## src/rtl/eint_pkg.sv

```systemverilog
package eint_pkg;
  typedef enum logic [1:0] {
    SEL_MODE = 2'd0,
    SEL_POL  = 2'd1,
    SEL_FLAG = 2'd2,
    SEL_WAKE = 2'd3
  } eint_sel_e;
endpackage

```

## src/rtl/eint_rst_sync.sv

```systemverilog
module eint_rst_sync #(
  parameter int STAGES = 2
) (
  input  logic clk,
  input  logic rst_n,
  output logic rst_n_sync
);
  logic [STAGES-1:0] chain_q;
  logic [STAGES-1:0] chain_d;

  always_comb chain_d = {chain_q[STAGES-2:0], 1'b1};

  always_ff @(posedge clk or negedge rst_n) begin
    if (!rst_n) chain_q <= '0;
    else        chain_q <= chain_d;
  end

  assign rst_n_sync = chain_q[STAGES-1];
endmodule

```

## src/rtl/eint_sync.sv

```systemverilog
module eint_sync #(
  parameter int STAGES = 2
) (
  input  logic clk,
  input  logic rst_n,
  input  logic d,
  output logic q
);
  logic [STAGES-1:0] sr_q;
  logic [STAGES-1:0] sr_d;

  always_comb sr_d = {sr_q[STAGES-2:0], d};

  always_ff @(posedge clk or negedge rst_n) begin
    if (!rst_n) sr_q <= '0;
    else        sr_q <= sr_d;
  end

  assign q = sr_q[STAGES-1];
endmodule

```

## src/rtl/eint_detect.sv

```systemverilog
module eint_detect (
  input  logic clk,
  input  logic rst_n,
  input  logic lvl_s,
  input  logic edge_mode,
  input  logic pol,
  input  logic clr,
  output logic flag
);
  logic act;
  logic act_prev_q;
  logic flag_q;
  logic flag_d;
  logic set;

  // normalised "active" view of the pin: 1 means at the selected side
  always_comb begin
    act    = ~(lvl_s ^ pol);
    set    = edge_mode ? (act & ~act_prev_q) : act;
    flag_d = set | (flag_q & ~clr);
  end

  always_ff @(posedge clk or negedge rst_n) begin
    if (!rst_n) begin
      act_prev_q <= 1'b0;
      flag_q     <= 1'b0;
    end else begin
      act_prev_q <= act;
      flag_q     <= flag_d;
    end
  end

  assign flag = flag_q;

  p_edge_sticky_r3: assert property (@(posedge clk) disable iff (!rst_n)
    (edge_mode && flag_q && !clr) |=> flag_q);

  p_edge_quiet_r3: assert property (@(posedge clk) disable iff (!rst_n)
    (edge_mode && !flag_q && !(act && !act_prev_q)) |=> !flag_q);

  p_level_hold_r6: assert property (@(posedge clk) disable iff (!rst_n)
    (!edge_mode && act) |=> flag_q);

  p_level_clear_r5: assert property (@(posedge clk) disable iff (!rst_n)
    (!edge_mode && !act && clr) |=> !flag_q);
endmodule

```

## src/rtl/ext_irq_sense.sv

```systemverilog
module ext_irq_sense
  import eint_pkg::*;
#(
  parameter int NPIN        = 3,
  parameter int DW          = 16,
  parameter int RTC_BIT     = 15,
  parameter int SYNC_STAGES = 2
) (
  input  logic            clk,
  input  logic            rst_n,
  input  logic [NPIN-1:0] pin_in,
  input  logic [NPIN-1:0] pin_en,
  input  logic            rtc_irq,
  input  logic [1:0]      reg_sel,
  input  logic            reg_we,
  input  logic [DW-1:0]   reg_wdata,
  output logic [DW-1:0]   reg_rdata,
  output logic [NPIN-1:0] irq_out,
  output logic            wake_req
);
  localparam int RSV_W = DW - NPIN;

  logic            rst_n_i;
  logic [NPIN-1:0] mode_q, mode_d;
  logic [NPIN-1:0] pol_q, pol_d;
  logic [NPIN-1:0] wen_q, wen_d;
  logic            rtcw_q, rtcw_d;
  logic [NPIN-1:0] clr;
  logic [NPIN-1:0] pin_s;
  logic [NPIN-1:0] flag;
  logic            wr_mode, wr_pol, wr_flag, wr_wake;

  eint_rst_sync #(.STAGES(2)) u_rst (
    .clk        (clk),
    .rst_n      (rst_n),
    .rst_n_sync (rst_n_i)
  );

  always_comb begin
    wr_mode = reg_we && (eint_sel_e'(reg_sel) == SEL_MODE);
    wr_pol  = reg_we && (eint_sel_e'(reg_sel) == SEL_POL);
    wr_flag = reg_we && (eint_sel_e'(reg_sel) == SEL_FLAG);
    wr_wake = reg_we && (eint_sel_e'(reg_sel) == SEL_WAKE);
    mode_d  = wr_mode ? reg_wdata[NPIN-1:0] : mode_q;
    pol_d   = wr_pol  ? reg_wdata[NPIN-1:0] : pol_q;
    wen_d   = wr_wake ? reg_wdata[NPIN-1:0] : wen_q;
    rtcw_d  = wr_wake ? reg_wdata[RTC_BIT]  : rtcw_q;
    clr     = wr_flag ? reg_wdata[NPIN-1:0] : '0;
  end

  always_ff @(posedge clk or negedge rst_n_i) begin
    if (!rst_n_i) begin
      mode_q <= '0;
      pol_q  <= '0;
      wen_q  <= '0;
      rtcw_q <= 1'b0;
    end else begin
      mode_q <= mode_d;
      pol_q  <= pol_d;
      wen_q  <= wen_d;
      rtcw_q <= rtcw_d;
    end
  end

  for (genvar i = 0; i < NPIN; i++) begin : g_pin
    eint_sync #(.STAGES(SYNC_STAGES)) u_sync (
      .clk   (clk),
      .rst_n (rst_n_i),
      .d     (pin_in[i]),
      .q     (pin_s[i])
    );
    eint_detect u_det (
      .clk       (clk),
      .rst_n     (rst_n_i),
      .lvl_s     (pin_s[i]),
      .edge_mode (mode_q[i]),
      .pol       (pol_q[i]),
      .clr       (clr[i]),
      .flag      (flag[i])
    );
  end

  always_comb begin
    reg_rdata = '0;
    unique case (eint_sel_e'(reg_sel))
      SEL_MODE: reg_rdata[NPIN-1:0] = mode_q;
      SEL_POL:  reg_rdata[NPIN-1:0] = pol_q;
      SEL_FLAG: reg_rdata[NPIN-1:0] = flag;
      SEL_WAKE: begin
        reg_rdata[NPIN-1:0] = wen_q;
        reg_rdata[RTC_BIT]  = rtcw_q;
      end
      default:  reg_rdata = '0;
    endcase
  end

  assign irq_out  = flag & pin_en;
  assign wake_req = (|(flag & wen_q)) | (rtc_irq & rtcw_q);

  p_reserved_zero_r8: assert property (@(posedge clk) disable iff (!rst_n_i)
    (reg_sel != 2'd3) |-> (reg_rdata[DW-1:NPIN] == RSV_W'(0)));

  p_wake_rtc_r9: assert property (@(posedge clk) disable iff (!rst_n_i)
    (rtc_irq && rtcw_q) |-> wake_req);
endmodule

```

## config.mk

```make
export PLATFORM = sky130hd
export DESIGN_NAME = ext_irq_sense
export DESIGN_NICKNAME = d
export VERILOG_FILES = /design/src/rtl/eint_pkg.sv /design/src/rtl/eint_rst_sync.sv /design/src/rtl/eint_sync.sv /design/src/rtl/eint_detect.sv /design/src/rtl/ext_irq_sense.sv
export SDC_FILE = /design/constraint.sdc
export NUM_CORES = 1
export LEC_CHECK = 0
export BUFFER_PORTS_ARGS = -buffer_cell sky130_fd_sc_hd__buf_2
export CORE_MARGIN = 10
export CORE_UTILIZATION = 41
export DETAILED_ROUTE_END_ITERATION = 10
export PLACE_DENSITY = 0.74
export SKIP_CTS_REPAIR_TIMING = 1
export SLEW_MARGIN = 20
export SYNTH_ARGS = -nofsm -noshare
export SYNTH_HDL_FRONTEND = slang
export SYNTH_SLANG_ARGS = --single-unit
```

## constraint.sdc

```tcl
create_clock -name clk -period 1.1 [get_ports clk]
set_input_delay 0.22 -clock clk [delete_from_list [all_inputs] [get_ports clk]]
set_output_delay 0.22 -clock clk [all_outputs]
set_load 0.01 [all_outputs]
```

==> run summary, run 1 <==
Entering global routing, the biggest net connects 14 pins. The leakage power total is roughly 0.65 nW. The clock skew after layout came out at ~0.0019 ns.

The number of instances on the worst hold path came out at 2. The count of nets left with antenna violations once routing finished came out at 0. Leaving out fill and tap cells, the most frequent cells in the layout are sky130_fd_sc_hd__dfrtp_1 (24), sky130_fd_sc_hd__buf_2 (19), sky130_fd_sc_hd__buf_4 (17), sky130_fd_sc_hd__conb_1 (13), sky130_fd_sc_hd__mux2_2 (10).

The post-layout total power came out at slightly above 2 mW. In the final layout, the share of cells above drive strength 1 is 0.5083. The fraction of the cycle the final worst path needs came out at 1.428. The clock sink count is 24. The net count reported at finish is 150. The CTS tree is yes. The total negative slack for setup checks is -2.586 ns. The number of buffers added on ports is 23. The highest clock frequency the design can meet came out at 0.6365 GHz. STA classifies the critical path endpoint as an output pin. The largest voltage drop on the vdd net came out at 0.001004 V. Counting along the longest clock path gives a buffer depth of 2. Along the worst path, the maximum fanout reaches 3.

The critical path is of the reg2out type. The post-layout instance area is about 1400 um^2. The number of antenna repair diodes came out at 0. The clock transition at the registers of the reported paths came out at 0.11 ns. The number of different library cells used by synthesis comes to 16. The post-place instance area came out at 1282 um^2. The clock network latency to the later pin of the worst-skew pair came out at 0.31 ns. Across every metal layer, demand over resource in global routing totals 0.08704. In the routed layout, each cell is associated on average with a via count of 4.580.

The count of vias placed by the detailed router came out at 687. The wire length per cell came out at 14.29 um. The global-route congestion overflow total is 0. For this run, the share of the core covered by cells in the final layout is 0.5596. The library cell used most frequently in the layout, excluding fill and tap cells, is sky130_fd_sc_hd__dfrtp_1.

The required arrival time at the worst endpoint is between 0.8 and 0.9 ns. Counting every instance in the synthesized netlist gives 75. The number of H-tree levels came out at 1.

Buffers inserted during clock tree synthesis total 3. The die covers 5027 um^2. The via count of the first global-routing pass came out at ~730. The register area is 600.6 um^2.

The final hold violation count came to 0. The tightest min-delay check is of the in2reg type. The critical path startpoint category is a flop.

The power density normalized to cell area is 1455 nW/um^2. Averaged over all synthesized cells, the footprint is between 10 and 15 um^2. Excluding fillers, the count of instances in the completed layout stands at 150. Setup repair after global routing could not meet its margin everywhere.

The die outline height is roughly 71 um. The row count is 18. The tree is rooted in a sky130_fd_sc_hd__clkbuf_4.

The placed instance count came out at roughly 140. The data arrival time of the critical path is roughly 1.4 ns. The count of endpoints failing setup in the final report came out at 8.

The weighted congestion at the end of routability-driven global placement came out at around 0.78. After detailed routing, the total wire length is 2144 um. The checks that failed: negative setup slack. The post-DP HPWL came out at 1755 um. The area of the mapped netlist is 1062 um^2. The total iterations of the first detailed-routing run came out at 4.

Counting flops and latches in the post-synthesis netlist gives 24. Compared with the post-synthesis result, the final layout area differs by 30.51%. The reported max-cap violation count is 0. The floorplan die width is 70.90 um.

After detailed routing, the number of remaining DRC violations is 0. For this configuration, the core starts out at a cell density of 0.4288. In the final layout, the multi-input gates occupy 406.6 um^2. The wire length of the first global-routing pass is between 3000 and 4000 um. The smallest setup slack after layout came out at -0.4712 ns. The run finished, with violations left. The number of warnings issued by yosys is 0. The total core area came out at 2477 um^2. The share of the Yosys chip area taken by registers is 0.5654. 48 I/O pins were placed. The number of cells on the worst reg-to-reg path is 3.

The number of fill cells came out at about 210. The DRC violation total after the first TritonRoute iteration came out at 14. The final-report max-slew violation count is 0. The worst path in the final design needs a cycle of approximately 1.6 ns, including I/O delays and setup.

The number of antenna violations at the first check in global routing is 0.
[layer usage]
metal  track usage  vias up  share of wire
li1              -      329              -
met1       0.09736      326           0.40
met2        0.1345       26           0.49
met3       0.03208        6          0.086
met4       0.06022        0          0.026
met5             0        -              0
[synth_stat cells]
cell | instances | area (um^2)
sky130_fd_sc_hd__dfrtp_1 | 24 | 600.6
sky130_fd_sc_hd__buf_4 | 13 | 97.59
sky130_fd_sc_hd__mux2_2 | 10 | 112.6
sky130_fd_sc_hd__nand2_1 | 4 | 15.01
sky130_fd_sc_hd__a22o_1 | 3 | 26.28
sky130_fd_sc_hd__and2_1 | 3 | 18.77
sky130_fd_sc_hd__mux4_2 | 3 | 67.56
sky130_fd_sc_hd__nand4b_1 | 3 | 26.28
sky130_fd_sc_hd__xnor2_1 | 3 | 26.28
sky130_fd_sc_hd__a22oi_1 | 2 | 15.01
sky130_fd_sc_hd__conb_1 | 2 | 7.510
sky130_fd_sc_hd__and3_1 | 1 | 6.260
sky130_fd_sc_hd__buf_6 | 1 | 11.26
sky130_fd_sc_hd__nand3_1 | 1 | 5.000
sky130_fd_sc_hd__nand3b_1 | 1 | 7.510
sky130_fd_sc_hd__nor3b_4 | 1 | 18.77
[critical path, cell delays in order (launching register included)]
cell and delay, ns:
sky130_fd_sc_hd__dfrtp_1 0.42, sky130_fd_sc_hd__mux4_2 0.48, sky130_fd_sc_hd__buf_6 0.14
[flip-flops by register name (all words and copies together) (netlist names)]
name	flops
pol_q	3
wen_q	3
g_pin.u_sync.sr_q	6
g_pin.u_det.flag	3
u_rst.chain_q	2
rtcw_q	1
mode_q	3
g_pin.u_det.act_prev_q	3
[stage by stage]
| step | setup slack, ns | hold slack [ns] |
|---|---|---|
| 2_1_floorplan | 0.01683 | -0.07559 |
| 3_3_place_gp | -0.1480 | 0.003829 |
| 3_5_place_dp | -0.1562 | 0.005948 |
| 4_1_cts | -0.4858 | -0.3429 |
| 5_1_grt | -0.5107 | 0.1230 |
| 6_report | -0.4712 | 0.1302 |
[power by group]
part	total, mW	internal (mW)	switching (mW)
Combinational	0.575	0.346	0.228
Clock	0.370	0.128	0.242
Sequential	1.07	1.01	0.0655
Total	2.02	1.48	0.536
[cell type report]
cell class / instances / area share
tap: 30 / 0.02708
multi-input combinational: 48 / 0.2933
timing repair buffer: 45 / 0.2301
sequential: 24 / 0.4332
clock buffer: 3 / 0.01625
[path summary, 6_finish.rpt]
kind                                  start                       to  slack (ns)
setup / recovery                  mode_q[2]             reg_rdata[2]       -0.47
hold / removal                reg_wdata[15]                   rtcw_q        0.13
setup reg to reg                   pol_q[2]      g_pin[2].u_det.flag        0.13
hold reg to reg            u_rst.chain_q[1]  g_pin[1].u_sync.sr_q[1]        0.18
max in group asynchronous  u_rst.chain_q[1]      g_pin[2].u_det.flag        0.74
min in group asynchronous  u_rst.chain_q[1]  g_pin[1].u_sync.sr_q[1]        0.18
[logic make-up after synthesis]
group                     share of synthesized area
and+or+nand+nor                             0.09188
xor gates and xnor gates                    0.02474
other                                      0.007070
buffers and inverters                        0.1025
AOI/OAI and AO/OA                           0.03887
muxes                                        0.1696
DFF                                          0.5654
No activity file was read; power rests on OpenSTA's default activity.
==> inputs of run 2 (changes only) <==
--- a/config.mk
+++ b/config.mk
@@ -6,7 +6,7 @@
 export NUM_CORES = 1
 export LEC_CHECK = 0
 export BUFFER_PORTS_ARGS = -buffer_cell sky130_fd_sc_hd__buf_2
-export CORE_MARGIN = 10
+export CORE_MARGIN = 4
 export CORE_UTILIZATION = 41
 export DETAILED_ROUTE_END_ITERATION = 10
 export PLACE_DENSITY = 0.74
@@ -14,4 +14,5 @@
 export SLEW_MARGIN = 20
 export SYNTH_ARGS = -nofsm -noshare
 export SYNTH_HDL_FRONTEND = slang
+export SYNTH_HIERARCHICAL = 1
 export SYNTH_SLANG_ARGS = --single-unit
==> run 2 against run 1 <==
- the run still ends with negative setup slack left
- cell area increased by 4.5%
- power is 15% higher
- worst setup slack got worse by 0.010 ns
- clock skew rose by 0.00080 ns
- area after synthesis is 0.24% lower
- clock power is 69% higher
- global-route usage is 4.8 points higher
- maximum frequency fell by 0.66%
- hold slack improved by 0.0021 ns
- critical path type unchanged
- highest routed layer unchanged
==> run summary, run 2 <==
The average footprint of a synthesized cell came out at 13.59 um^2 (-4.1%). The post-detailed-route count of antenna-violating nets is 0 (unchanged). In this run the most critical hold path is launched from reg_wdata[15]. In the post-synthesis netlist, the biggest area contributors are sky130_fd_sc_hd__dfrtp_1 (57%), sky130_fd_sc_hd__mux2_2 (11%), sky130_fd_sc_hd__buf_4 (8.5%). The fraction of the cycle the final worst path needs is 1.438 (+0.009449). The number of warnings issued by yosys came out at 6 (+6).

The post-layout instance area was 1449 um^2 (+4.5%). The floorplan die width came to 58.84 um (-17%). The weighted congestion at the end of routability-driven global placement came out at 0.7476 (-3.9%). STA classifies the critical path startpoint as a flop. The number of flip-flops in the largest register is 6 (unchanged). The post-DP HPWL is 1581 um (-9.9%).

The number of antenna violations at the first check in global routing was 0 (unchanged). The total core area was 2477 um^2 (unchanged). The largest voltage drop on the vdd net is 0.001068 V (+6.4%).

The wire length of the first global-routing pass came out at 3401 um (-3.0%). The number of cell instances on the worst register-to-register path is 4 (+1). The starting density of the core is 0.4278 (-0.001010).

The smallest setup slack after layout came out at -0.4816 ns (-0.01039 ns). The number of enable-type register cells in the synthesized netlist is 0 (unchanged). The number of vias per cell came out at 4.712 (+2.9%). The die outline height was 58.84 um (-17%). sky130_fd_sc_hd__dfrtp_1 is the most common cell in the netlist. The final-report max-slew violation count came to 0 (unchanged).

The area of the die is 3462 um^2 (-31%). The global routing usage summed across all routing layers came out at 0.1346 (+0.04758). Setup repair after global routing could not meet its margin everywhere. The TritonCTS buffer count is 3 (unchanged).

The clock skew after layout came out at 0.002705 ns (+0.0007983 ns). The slowest stage of the critical path belongs to the cell sky130_fd_sc_hd__mux4_2. The critical path depth in cells is 2 (unchanged). The number of buffers added on ports came out at 23 (unchanged). The pin count of the biggest net entering global routing is 15 (+1). The library cell used most frequently in the layout, excluding fill and tap cells, is sky130_fd_sc_hd__dfrtp_1. The count of endpoints failing setup in the final report came out at 8 (unchanged). The share of layout cells above drive strength 1 came out at 0.5203 (+0.01199). TritonCTS built the clock tree. The clock sink count is 24 (unchanged).

The setup slack after placement came out at -0.2380 ns (-0.08177 ns). The global-route congestion overflow total came out at 0 (unchanged). The worst hold path terminates at rtcw_q. The worst setup path is captured at an output pin. The minimum clock period came out at 1.582 ns (+0.01039 ns).

The post-route DRC violation count came out at 0 (unchanged). The DRC violation total after the first TritonRoute iteration is 11 (-3). The post-synthesis sequential area ratio came to 0.5667 (+0.001335). The number of instances on the worst hold path is 2 (unchanged). Leaving out fill and tap cells, the most frequent cells in the layout are sky130_fd_sc_hd__dfrtp_1 (24), sky130_fd_sc_hd__buf_2 (17), sky130_fd_sc_hd__conb_1 (13), sky130_fd_sc_hd__buf_4 (12). The number of antenna repair diodes was 0 (unchanged).

The worst setup slack for register-to-register paths is 0.01 ns (-0.12 ns). The power density normalized to cell area is 1597 nW/um^2 (+9.8%). The signal on the critical path passes through mux4_2 > buf_2. The via count of the first global-routing pass came out at 726 (-0.82%). The data arrival time of the critical path is 1.36 ns (about the same). The biggest cell delay along the critical path came out at 0.48 ns (about the same). The final wirelength came out at 2007 um (-6.4%). The flow ran to the end, but the final reports show violations.

The worst register-to-register path ends at g_pin[2].u_det/flag. The maximum buffer depth of the clock tree came out at 2 (unchanged). The number of fill cells is 206 (-3.7%). The worst register-to-register path begins at pol_q[2].

The leakage power total is 0.6820 nW (+5.3%). The final reports fail on negative setup slack. The largest fanout on the critical path is 2 (-1). Summed over all instances, the cell type with the most area after synthesis is sky130_fd_sc_hd__dfrtp_1. For this run, the leading register cell type out of synthesis is sky130_fd_sc_hd__dfrtp_1. The buffer type at the clock tree root is sky130_fd_sc_hd__clkbuf_4. The final hold violation count is 0 (unchanged). The gate count after technology mapping was 78 (+4.0%). The placed instance count came out at 144 (+0.70%). The cell family with the largest share of critical-path delay is multiplexers. The number of buffer and inverter stages on the critical path is 1 (unchanged). The row count is 18 (unchanged).

The total of flip-flops plus latches after synthesis was 24 (unchanged). The reported max-cap violation count was 0 (unchanged). The largest register by flop count is g_pin.u_sync/sr_q. The clock network latency to the later pin of the worst-skew pair is 0.31 ns (about the same). The fraction of post-synthesis cell area in the top cell type by area came out at 0.5667 (+0.001335). The count of distinct cell types in the synthesized netlist came out at 17 (+1). The wire length per cell is 13.12 um (-8.2%). The count of vias placed by the detailed router is 721 (+4.9%). The count of pins on the block boundary came to 48 (unchanged). Counting instances in the post-synthesis netlist gives the leading cell types as sky130_fd_sc_hd__dfrtp_1 (24), sky130_fd_sc_hd__buf_4 (12), sky130_fd_sc_hd__mux2_2 (10). The clock transition at the registers of the reported paths is 0.13 ns (+0.02 ns). The fraction of registers with async set or reset after synthesis is 1.000 (unchanged). The number of H-tree levels came to 1 (unchanged).

The area of the mapped netlist is 1060 um^2 (-0.24%). In this run the worst hold path is classified as in2reg. The required arrival time at the worst endpoint is 0.88 ns (about the same). The final cell count without fillers came out at 153 (+2.0%).

The net count reported at finish is 152 (+1.3%). The total negative slack for setup checks is -2.543 ns (+0.04260 ns). The worst setup path is of the reg2out kind.

The highest clock frequency the design can meet came out at 0.6323 GHz (-0.66%). Compared with the post-synthesis result, the final layout area differs by 36.72%. The total iterations of the first detailed-routing run came out at 4 (unchanged). The final cell utilization of the core came to 0.5848 (+0.02525). The post-place instance area was 1271 um^2 (-0.88%).
==> run 2: changes by cell type in the layout (fill, tap and decap cells not counted), moves of 2 or more <==
cell	change
sky130_fd_sc_hd__buf_6	+5
sky130_fd_sc_hd__inv_1	+3
sky130_fd_sc_hd__buf_4	-5
sky130_fd_sc_hd__and2_4	+2
sky130_fd_sc_hd__buf_2	-2
sky130_fd_sc_hd__nand4b_1	-3
==> run 2: how the worst max path moves through the flow <==
stage | from | to | slack, ns
finish | wen_q[1] | reg_rdata[1] | -0.48
global placement | reg_sel[0] | reg_rdata[1] | -0.22
CTS | wen_q[0] | reg_rdata[0] | -0.49
detailed placement | reg_sel[0] | reg_rdata[1] | -0.24
global route | wen_q[0] | reg_rdata[0] | -0.55
floorplan | g_pin[1].u_det/flag | reg_rdata[1] | 0.02
==> run 2: per-stage QoR <==
stage	hold slack, ns	total power [mW]
after CTS	-0.3456	2.231
final	0.1323	2.314
after detailed placement	0.006906	1.598
after floorplan	-0.07559	1.368
after global placement	0.005815	1.572
after global routing	0.1189	2.455
==> run 2: final cells by class <==
| type | count | area, um^2 | share of cell area |
|---|---|---|---|
| clock buffers | 3 | 22.52 | 0.01554 |
| inverters | 3 | 11.26 | 0.007772 |
| multi-input cells | 49 | 419.2 | 0.2893 |
| clock inverters | 1 | 30.03 | 0.02073 |
| well taps | 30 | 37.54 | 0.02591 |
| repair buffers | 43 | 327.8 | 0.2263 |
| flip-flops and latches | 24 | 600.6 | 0.4145 |
==> run 2: cell families (layout without fill, tap and decap cells) <==
kind of cell              Yosys count  in the layout  synth area share
muxes                              13             13            0.1700
buffers and inverters              16             50            0.1004
AOI/OAI and AO/OA                   5              5           0.03896
DFF                                24             24            0.5667
and+or+nand+nor                    15             15           0.09210
xor gates and xnor gates            3              3           0.02480
other                               2             13          0.007086
==> run 2: routing by layer <==
layer	wire length (um)	track usage	vias to the layer above
met1	887	0.1881	354
li1	-	-	330
met2	942	0.2035	32
met4	43	0.06796	0
met5	0	0	-
met3	133	0.01974	5
==> run 2: power breakdown <==
| group | internal, mW | leakage, nW | switching (mW) |
|---|---|---|---|
| clock | 0.369 | 0.0279 | 0.258 |
| combinational | 0.380 | 0.380 | 0.235 |
| sequential | 1.01 | 0.274 | 0.0664 |
| total | 1.75 | 0.682 | 0.559 |
